==> src/rtl/uart_reg_pkg.sv <==
package uart_reg_pkg;
  localparam int unsigned DATA_W = 8;
  localparam int unsigned ADDR_W = 3;
  localparam int unsigned DIV_W  = 2 * DATA_W;
  localparam int unsigned IER_W  = 4;
  localparam int unsigned MCR_W  = 5;
  localparam int unsigned ERR_W  = 3;

  typedef enum logic [ADDR_W-1:0] {
    OFS_DATA = 3'd0,
    OFS_IEN  = 3'd1,
    OFS_IID  = 3'd2,
    OFS_FMT  = 3'd3,
    OFS_MCTL = 3'd4,
    OFS_LST  = 3'd5,
    OFS_MST  = 3'd6,
    OFS_SCR  = 3'd7
  } ofs_e;

  localparam logic [3:0] IID_NONE  = 4'h1;
  localparam logic [3:0] IID_LINE  = 4'h6;
  localparam logic [3:0] IID_RXD   = 4'h4;
  localparam logic [3:0] IID_TMO   = 4'hC;
  localparam logic [3:0] IID_THRE  = 4'h2;
  localparam logic [3:0] IID_MODEM = 4'h0;
endpackage

==> src/rtl/uart_cfg_regs.sv <==
module uart_cfg_regs
  import uart_reg_pkg::*;
(
  input  logic              clk_i,
  input  logic              rst_ni,
  input  logic [ADDR_W-1:0] addr_i,
  input  logic              wr_i,
  input  logic [DATA_W-1:0] wdata_i,
  output logic [IER_W-1:0]  ier_o,
  output logic [DATA_W-1:0] lcr_o,
  output logic [MCR_W-1:0]  mcr_o,
  output logic [DATA_W-1:0] scr_o,
  output logic [DIV_W-1:0]  div_o,
  output logic              fifo_en_o,
  output logic              rx_trig4_o
);
  logic dlab;
  assign dlab = lcr_o[DATA_W-1];

  logic [DATA_W-1:0] div_lo_q, div_hi_q;
  assign div_o = {div_hi_q, div_lo_q};

  always_ff @(posedge clk_i or negedge rst_ni) begin
    if (!rst_ni) begin
      ier_o      <= '0;
      lcr_o      <= '0;
      mcr_o      <= '0;
      scr_o      <= '0;
      div_lo_q   <= '0;
      div_hi_q   <= '0;
      fifo_en_o  <= 1'b0;
      rx_trig4_o <= 1'b0;
    end else if (wr_i) begin
      unique case (ofs_e'(addr_i))
        OFS_DATA: if (dlab) div_lo_q <= wdata_i;
        OFS_IEN:  if (dlab) div_hi_q <= wdata_i;
                  else      ier_o    <= wdata_i[IER_W-1:0];
        OFS_IID: begin
          fifo_en_o  <= wdata_i[0];
          rx_trig4_o <= wdata_i[6];
        end
        OFS_FMT:  lcr_o <= wdata_i;
        OFS_MCTL: mcr_o <= wdata_i[MCR_W-1:0];
        OFS_SCR:  scr_o <= wdata_i;
        default: ;
      endcase
    end
  end

  // divisor only moves on a write to offset 0/1 while the access bit is set
  assert_div_hold_R2: assert property (@(posedge clk_i) disable iff (!rst_ni)
    !(wr_i && dlab && addr_i[ADDR_W-1:1] == '0) |=> $stable(div_o));
endmodule

==> src/rtl/uart_line_status.sv <==
module uart_line_status
  import uart_reg_pkg::*;
(
  input  logic             clk_i,
  input  logic             rst_ni,
  input  logic [ERR_W-1:0] err_pulse_i,
  input  logic             lsr_read_i,
  output logic [ERR_W-1:0] err_o
);
  always_ff @(posedge clk_i or negedge rst_ni) begin
    if (!rst_ni)         err_o <= '0;
    else if (lsr_read_i) err_o <= err_pulse_i;
    else                 err_o <= err_o | err_pulse_i;
  end

  assert_err_clear_R7: assert property (@(posedge clk_i) disable iff (!rst_ni)
    (lsr_read_i && err_pulse_i == '0) |=> err_o == '0);

  assert_err_hold_R7: assert property (@(posedge clk_i) disable iff (!rst_ni)
    (!lsr_read_i && err_pulse_i == '0) |=> $stable(err_o));
endmodule

==> src/rtl/uart_int_id.sv <==
module uart_int_id
  import uart_reg_pkg::*;
(
  input  logic             clk_i,
  input  logic             rst_ni,
  input  logic [IER_W-1:0] ier_i,
  input  logic             line_err_i,
  input  logic             rx_ready_i,
  input  logic             rx_timeout_i,
  input  logic             thr_empty_i,
  input  logic             modem_delta_i,
  input  logic             thr_write_i,
  input  logic             iid_read_i,
  output logic [3:0]       code_o,
  output logic             pending_o
);
  logic thre_pend_q, thr_prev_q, ier1_prev_q;
  logic thre_set, thre_clr;

  assign thre_set = (thr_empty_i && !thr_prev_q) ||
                    (thr_empty_i && ier_i[1] && !ier1_prev_q);
  assign thre_clr = thr_write_i || (iid_read_i && code_o == IID_THRE);

  always_ff @(posedge clk_i or negedge rst_ni) begin
    if (!rst_ni) begin
      thre_pend_q <= 1'b0;
      thr_prev_q  <= 1'b1;
      ier1_prev_q <= 1'b0;
    end else begin
      thr_prev_q  <= thr_empty_i;
      ier1_prev_q <= ier_i[1];
      if (thre_clr)      thre_pend_q <= 1'b0;
      else if (thre_set) thre_pend_q <= 1'b1;
    end
  end

  always_comb begin
    if (ier_i[2] && line_err_i)        code_o = IID_LINE;
    else if (ier_i[0] && rx_timeout_i) code_o = IID_TMO;
    else if (ier_i[0] && rx_ready_i)   code_o = IID_RXD;
    else if (ier_i[1] && thre_pend_q)  code_o = IID_THRE;
    else if (ier_i[3] && modem_delta_i) code_o = IID_MODEM;
    else                                code_o = IID_NONE;
  end
  assign pending_o = !code_o[0];

  assert_thre_clr_R9: assert property (@(posedge clk_i) disable iff (!rst_ni)
    thr_write_i |=> !thre_pend_q);
endmodule

==> src/rtl/uart_reg_unit.sv <==
module uart_reg_unit
  import uart_reg_pkg::*;
(
  input  logic              clk_i,
  input  logic              rst_ni,
  input  logic [ADDR_W-1:0] addr_i,
  input  logic              wr_i,
  input  logic              rd_i,
  input  logic [DATA_W-1:0] wdata_i,
  output logic [DATA_W-1:0] rdata_o,
  input  logic [DATA_W-1:0] rx_data_i,
  input  logic              rx_ready_i,
  input  logic              rx_timeout_i,
  input  logic              rx_overrun_i,
  input  logic              rx_parity_err_i,
  input  logic              rx_frame_err_i,
  input  logic              thr_empty_i,
  input  logic [DATA_W-1:0] msr_i,
  output logic              rx_pop_o,
  output logic              tx_load_o,
  output logic [DATA_W-1:0] tx_data_o,
  output logic              msr_read_o,
  output logic [DIV_W-1:0]  divisor_o,
  output logic [1:0]        word_len_o,
  output logic              two_stop_o,
  output logic              parity_en_o,
  output logic              even_parity_o,
  output logic              stick_parity_o,
  output logic              break_o,
  output logic              fifo_en_o,
  output logic              rx_trig4_o,
  output logic              rx_fifo_clr_o,
  output logic              tx_fifo_clr_o,
  output logic              dtr_o,
  output logic              rts_o,
  output logic              out2_o,
  output logic              loop_o,
  output logic              irq_o
);
  logic [IER_W-1:0]  ier;
  logic [DATA_W-1:0] lcr, scr;
  logic [MCR_W-1:0]  mcr;
  logic [ERR_W-1:0]  err;
  logic [3:0]        code;
  logic              pending, dlab;

  uart_cfg_regs u_cfg (
    .clk_i, .rst_ni, .addr_i, .wr_i, .wdata_i,
    .ier_o(ier), .lcr_o(lcr), .mcr_o(mcr), .scr_o(scr), .div_o(divisor_o),
    .fifo_en_o, .rx_trig4_o
  );

  assign dlab = lcr[DATA_W-1];

  // side-effect strobes, valid for the strobe cycle
  assign tx_load_o     = wr_i && addr_i == OFS_DATA && !dlab;
  assign tx_data_o     = wdata_i;
  assign rx_pop_o      = rd_i && addr_i == OFS_DATA && !dlab;
  assign msr_read_o    = rd_i && addr_i == OFS_MST;
  assign rx_fifo_clr_o = wr_i && addr_i == OFS_IID && wdata_i[1];
  assign tx_fifo_clr_o = wr_i && addr_i == OFS_IID && wdata_i[2];

  uart_line_status u_lst (
    .clk_i, .rst_ni,
    .err_pulse_i({rx_frame_err_i, rx_parity_err_i, rx_overrun_i}),
    .lsr_read_i(rd_i && addr_i == OFS_LST),
    .err_o(err)
  );

  uart_int_id u_iid (
    .clk_i, .rst_ni,
    .ier_i(ier),
    .line_err_i(|err),
    .rx_ready_i, .rx_timeout_i, .thr_empty_i,
    .modem_delta_i(|msr_i[3:0]),
    .thr_write_i(tx_load_o),
    .iid_read_i(rd_i && addr_i == OFS_IID),
    .code_o(code),
    .pending_o(pending)
  );

  assign word_len_o     = lcr[1:0];
  assign two_stop_o     = lcr[2];
  assign parity_en_o    = lcr[3];
  assign even_parity_o  = lcr[4];
  assign stick_parity_o = lcr[5];
  assign break_o        = lcr[6];
  assign dtr_o  = mcr[0];
  assign rts_o  = mcr[1];
  assign out2_o = mcr[3];
  assign loop_o = mcr[4];
  assign irq_o  = pending && out2_o;

  always_comb begin
    unique case (ofs_e'(addr_i))
      OFS_DATA: rdata_o = dlab ? divisor_o[DATA_W-1:0] : rx_data_i;
      OFS_IEN:  rdata_o = dlab ? divisor_o[DIV_W-1:DATA_W]
                               : {{(DATA_W-IER_W){1'b0}}, ier};
      OFS_IID:  rdata_o = {fifo_en_o, fifo_en_o, 2'b00, code};
      OFS_FMT:  rdata_o = lcr;
      OFS_MCTL: rdata_o = {{(DATA_W-MCR_W){1'b0}}, mcr};
      OFS_LST:  rdata_o = {2'b00, thr_empty_i, 1'b0, err, rx_ready_i};
      OFS_MST:  rdata_o = msr_i;
      OFS_SCR:  rdata_o = scr;
      default:  rdata_o = '0;
    endcase
  end

  assert_irq_pending_R10: assert property (@(posedge clk_i) disable iff (!rst_ni)
    irq_o |-> (code != IID_NONE && out2_o));
endmodule

==> config.mk <==
export PLATFORM = sky130hd
export DESIGN_NAME = uart_reg_unit
export DESIGN_NICKNAME = d
export VERILOG_FILES = /design/src/rtl/uart_reg_pkg.sv /design/src/rtl/uart_cfg_regs.sv /design/src/rtl/uart_line_status.sv /design/src/rtl/uart_int_id.sv /design/src/rtl/uart_reg_unit.sv
export SDC_FILE = /design/constraint.sdc
export NUM_CORES = 1
export LEC_CHECK = 0
export BUFFER_PORTS_ARGS = -buffer_cell sky130_fd_sc_hd__buf_2
export CORE_ASPECT_RATIO = 0.9
export CORE_UTILIZATION = 35
export CTS_CLUSTER_SIZE = 25
export DETAILED_ROUTE_END_ITERATION = 8
export PLACE_DENSITY_LB_ADDON = 0.08
export SLEW_MARGIN = 20
export SYNTH_ARGS = -nofsm -noshare
export SYNTH_HDL_FRONTEND = slang
export SYNTH_SLANG_ARGS = --single-unit
export TNS_END_PERCENT = 1
==> constraint.sdc <==
create_clock -name clk_i -period 1.8 [get_ports clk_i]
set_input_delay 0.18 -clock clk_i [delete_from_list [all_inputs] [get_ports clk_i]]
set_output_delay 0.18 -clock clk_i [all_outputs]
set_load 0.05 [all_outputs]
---- Word-level counts from Yosys, hierarchy flattened ----
Index checks and enable logic that the tools add are counted.
storage, ports and cells
  flip-flop bits (word level) ............. 49
  bits in latches ......................... 0
  bits of input ports ..................... 37
  memories ................................ 0
  logic and storage cells ................. 70
  ROM bits ................................ 0
  output and inout bits ................... 51
  bits in writable memories ............... 0
operators by class
  magnitude comparators ................... 0
  add/sub/neg operators ................... 0
  bitwise gates (word level) .............. 2
  div/mod/pow operators ................... 0
  multiply operators ...................... 0
  shift operators ......................... 0
  eq/ne operators ......................... 8
  muxes and demuxes ....................... 11
  reductions and logical operators ........ 37
operators with widths
  cell                                            number
  one-hot mux 8 bit (8 select lines)              1
  logical AND 1 bit                               20
  2-to-1 mux 4 bit                                4
  2-to-1 mux 8 bit                                2
  == test 3 bit (second input constant)           4
  AND reduction 3 bit                             3
  AND reduction 2 bit                             4
  == test 3 x 2 -> 1 bit (second input constant)  2
  == test 4 x 2 -> 1 bit (second input constant)  1
  zero test 1 bit                                 4
  OR reduction 4 bit                              1
  == test 3 x 1 -> 1 bit (second input constant)  1
  zero test 3 bit                                 1
  2-to-1 mux 1 bit                                3
  2-to-1 mux 3 bit                                1
  bitwise OR 3 bit                                1
  OR reduction 3 bit                              1
  logical OR 1 bit                                2
  nonzero test 2 bit                              1
  NOT 1 bit                                       1

---- Longest topological paths before layout ----
  depth after elaboration ................. 11
  gate-level depth with buffers ........... 7

---- By module ----
A second synthesis with hierarchy kept.
second synthesis, totals
  cell total of the unflattened synthesis .. 230
  area, all modules ....................... 2731.4 um2
by module, submodules not included
  module            area each (um2)  cells each  times used
  uart_cfg_regs     1672.9           101         1
  uart_reg_unit     792.0            106         1
  uart_int_id       165.2            16          1
  uart_line_status  101.3            7           1

---- Least setup slack after synthesis ----
Ideal clock, no wire load.
  path kind ............................... register to output
  start point ............................. register u_cfg.fifo_en_o
  end point ............................... output rdata_o[7]
  data arrival time ....................... 1902 ps
  data required time ...................... 1620 ps
  cell stages (with the launch flop) ...... 5
  slack ................................... -282 ps
  cells stage by stage .................... dfrtp_1 -> nor2b_1 -> o32ai_1 -> o21ai_0 -> a21oi_1
on the way
  word-level cells in the longest chain between the ends .. 1
ends and longest elaborated chain
  element                             line                 source
  start, declared                     uart_cfg_regs.sv:14  output logic fifo_en_o,
  start signal, assigned              uart_cfg_regs.sv:39  fifo_en_o <= wdata_i[0];
  one-hot mux 8 bit (8 select lines)  uart_reg_unit.sv:95  unique case (ofs_e'(addr_i))
  end, declared                       uart_reg_unit.sv:10  output logic [DATA_W-1:0] rdata_o,
Every way passes these cells.

---- Worst setup path after layout ----
  start point ............................. register u_cfg.lcr_o[7]
  end point ............................... output rdata_o[0]
on the way
  word-level cells in the longest chain between the ends .. 2
  elaborated cells on any way between the ends .. 3
ends and longest elaborated chain
  element                                     line                                      source
  start, declared                             uart_cfg_regs.sv:10                       output logic [DATA_W-1:0] lcr_o,
  start signal, assigned                      uart_cfg_regs.sv:42                       OFS_FMT: lcr_o <= wdata_i;
  2-to-1 mux 8 bit, on equally long branches  uart_reg_unit.sv:97, uart_reg_unit.sv:96
  one-hot mux 8 bit (8 select lines) *        uart_reg_unit.sv:95
Mark *: on every way between the ends. The rest lies on a longest branch, timed or not.

==> results.toml <==
[floorplan]
std_cell_rows = 30
start_util_pct = 36.40
die_w_um = 95.61
die-area_mm2 = 0.008245
die_y_um = 86.25
fp.coreArea_mm2 = 0.007582
pin_count = 88

[yosys]
ys_warn_count = 0
seq_area_frac_synth_pct = 44.47
yosysUniqueCellTypes = 52
synthFlopType = "dfrtp_1"
avgSynthCellArea_um2 = 11.65
synthArstFlopShare_pct = 100.0
synth_edf_count = 0
synth_seq_cells = 49
syn_nets = 274
syn_inst = 237
synth_area_mm2 = 0.002760

[worst_setup_path]
cpMaxStageDelayCell = "dfrtp_1"
max_stage_delay_ns = 0.43
worstPathCellList = "buf_12 > mux2_4 > a21oi_2 > a211o_1 > nand3_2 > buf_8"
cp.required_ns = 1.62
start_kind = "register"
worstSetupPathType = "register to output pin"
crit_family = "flip-flops"
path_buf_inv = 2
end_kind = "output pin"
cp_max_fo = 7
critPathArrivalTime_ns = 1.69

[cells_and_area]
diodes = 0
utilization_pct = 47.81
final_cells = 435
area_growth_pct = 31.32
nFillCells = 747
drive_gt1_share_pct = 55.75
nNetsFinal = 375

[clock_tree]
clk_pin_slew_worst_paths_ns = 0.09
cts_buffers = 5
cts_tree = "yes"
clock-sinks = 49
h-tree-depth = 2
cts_root_buf = "clkbuf_8"
ctsLongestPathBuffers = 2
insertion_delay_ns = 0.31

[power]
pwr-share-seq_pct = 36.7
clockPowerShare_pct = 15.3
p_sw_mw = 1.945
p_total_mw = 4.310
peakVddDrop_v = 0.0005507
internal-power_mw = 2.364
p_sw_share_pct = 45.14
p_per_area_mw_per_mm2 = 1189
p_comb_share_pct = 48.0
power.leakage_nw = 1.715

[sta]
worst_pin_slew_ns = 0.5175
whs_ns = 0.04951
setup_slack_ns = -0.07481
drv_slew = 0
relSlewSlack_pct = 65.05
finalHoldViolCount = 0
finClkSkew_ns = 0.01102
grt_setup_unrepaired = "true"
period_share_pct = 104.2
finalSetupViolCount = 4
period_minus_slack_ns = 1.875
fmax_mhz = 533.4

[global_route]
grt_overflow = 0
antenna_found_initial = 0
grt_max_degree = 50
grt_pass1_wl_um = 12630
grt_usage_pct = 20.96
first_global_vias = 2255

[detailed_routing]
wire_per_inst_um = 18.83
route.detailed.drc = 0
vias = 2299
ant_nets = 0
totalWireLength_um = 8193
drtIter0Drc = 86
drt_pass1_iterations = 4
viasPerCell = 5.285

[placed_design]
post-place-ws_ns = 0.03513
dp_cells = 420
port-buffer-count = 87
dp_hpwl_um = 5903
place_congestion = 0.8139

[run_status]
status = "finished with violations"
violations = "negative setup slack"

[run]
maxCapViolations = 0

[min_path]
worst_hold_path_type = "input port to register"
## layout make-up
type	count	area [um^2]	share of cell area (%)
Sequential cell	49	1227	33.86
Clock inverter	2	10.01	0.2761
Tap cell	96	120.1	3.314
Timing Repair Buffer	116	752.0	20.75
Inverter	5	18.77	0.5178
Multi-Input combinational cell	161	1424	39.28
Clock buffer	6	72.57	2.002
## synthesized netlist by cell type, types with 2 or more instances
cell | count | area (um^2)
a221o_1 | 2 | 20.02
nand2_1 | 14 | 52.55
o32ai_1 | 2 | 17.52
a22oi_1 | 3 | 22.52
buf_4 | 15 | 112.6
inv_1 | 4 | 15.01
mux2i_1 | 15 | 150.1
mux2_2 | 45 | 506.7
buf_2 | 4 | 20.02
nand3_1 | 7 | 35.03
and3_1 | 7 | 43.79
o2bb2ai_1 | 2 | 17.52
nand4b_1 | 2 | 17.52
nor2b_1 | 5 | 31.28
nor2_2 | 2 | 12.51
nor3_1 | 2 | 10.01
o221ai_1 | 2 | 17.52
o31ai_1 | 3 | 22.52
a21oi_1 | 9 | 45.04
dfrtp_1 | 48 | 1201
a21o_1 | 3 | 22.52
nor2_1 | 2 | 7.510
o21ai_0 | 9 | 45.04
a21boi_0 | 2 | 15.01
## worst register-to-register path, delay by kind of cell, from the launching register on
kind,cells,cell delay [ns]
and+or+nand+nor,1,0.28
buffers and inverters,2,0.32
DFF,1,0.43
muxes,1,0.38
## repair_timing
action / CTS / global route
hold endpoints to repair: 49 / 0
setup buffers: 5 / 0
resized for setup: 20 / 15
endpoints found under the setup margin: 7 / 8
pin swaps: 5 / 3
hold buffers: 2 / 0
## logic make-up after synthesis
family	Yosys count	share of synthesized area [%]
multiplexers	60	23.80
AND/OR/NAND/NOR	54	13.06
flip-flops	49	44.47
AO/OA/AOI/OAI	47	11.92
buffers and inverters	27	6.754
## layout by cell type (no fill, tap or decap), drive strengths merged, types with 2 or more instances in the layout
| cell | n |
|---|---|
| nand3 | 9 |
| a21o | 3 |
| dfrtp | 48 |
| nor2b | 5 |
| a221o | 2 |
| clkbuf | 6 |
| and3 | 7 |
| nand2 | 14 |
| nor2 | 4 |
| buf | 114 |
| o21ai | 9 |
| o2bb2ai | 2 |
| mux2i | 15 |
| nand4b | 2 |
| nor3 | 3 |
| inv | 5 |
| o32ai | 2 |
| a21boi | 2 |
| a22oi | 3 |
| o31ai | 3 |
| dlygate4sd3 | 2 |
| nand4 | 3 |
| a21oi | 9 |
| mux2 | 45 |
| clkinv | 2 |
| o221ai | 2 |
## final timing paths
path | startpoint | endpoint | slack, ns | cells after the start
worst max-delay path | u_cfg.lcr_o[7] | rdata_o[0] | -0.07 | 6
worst min-delay path | rx_frame_err_i | u_lst.err_o[2] | 0.05 | 2
worst max register to register | u_cfg.lcr_o[7] | u_cfg.ier_o[2] | 0.28 | 4
worst min register to register | u_cfg.rx_trig4_o | u_cfg.rx_trig4_o | 0.51 | 1
max in group asynchronous | rst_ni | u_iid.thr_prev_q | 1.13 | 3
min in group asynchronous | rst_ni | u_cfg.div_lo_q[4] | 0.38 | 3
## power groups by stage
stage / Sequential (mW) / Clock (mW) / Combinational (mW)
finish: 1.58 / 0.659 / 2.07
global route: 1.63 / 0.722 / 2.18
CTS: 1.58 / 0.677 / 2.04
detailed placement: 1.60 / 0 / 1.95
global placement: 1.60 / 0 / 1.93
floorplan: 2.18 / 0 / 0.849
## metal layers
layer	wire length, um	track usage (%)
met5	0	0
met4	84	5.699
met3	314	3.421
met2	3926	33.38
met1	3868	29.53
## registers in the layout (all words and copies together), names as in the netlist, 3 cells and up
signal,flops
u_cfg.div_hi_q,8
u_cfg.div_lo_q,8
u_cfg.ier_o,4
u_cfg.lcr_o,8
u_cfg.mcr_o,5
u_cfg.scr_o,8
u_lst.err_o,3
## metrics by stage
| step | instance area (um^2) | TNS, ns |
|---|---|---|
| 2_1_floorplan | 2771 | -0.6147 |
| 3_3_place_gp | 3374 | 0 |
| 3_5_place_dp | 3374 | 0 |
| 4_1_cts | 3582 | -0.2954 |
| 5_1_grt | 3625 | -0.5315 |
| 6_report | 3625 | -0.1863 |
Power figures use the tool's default switching activity.
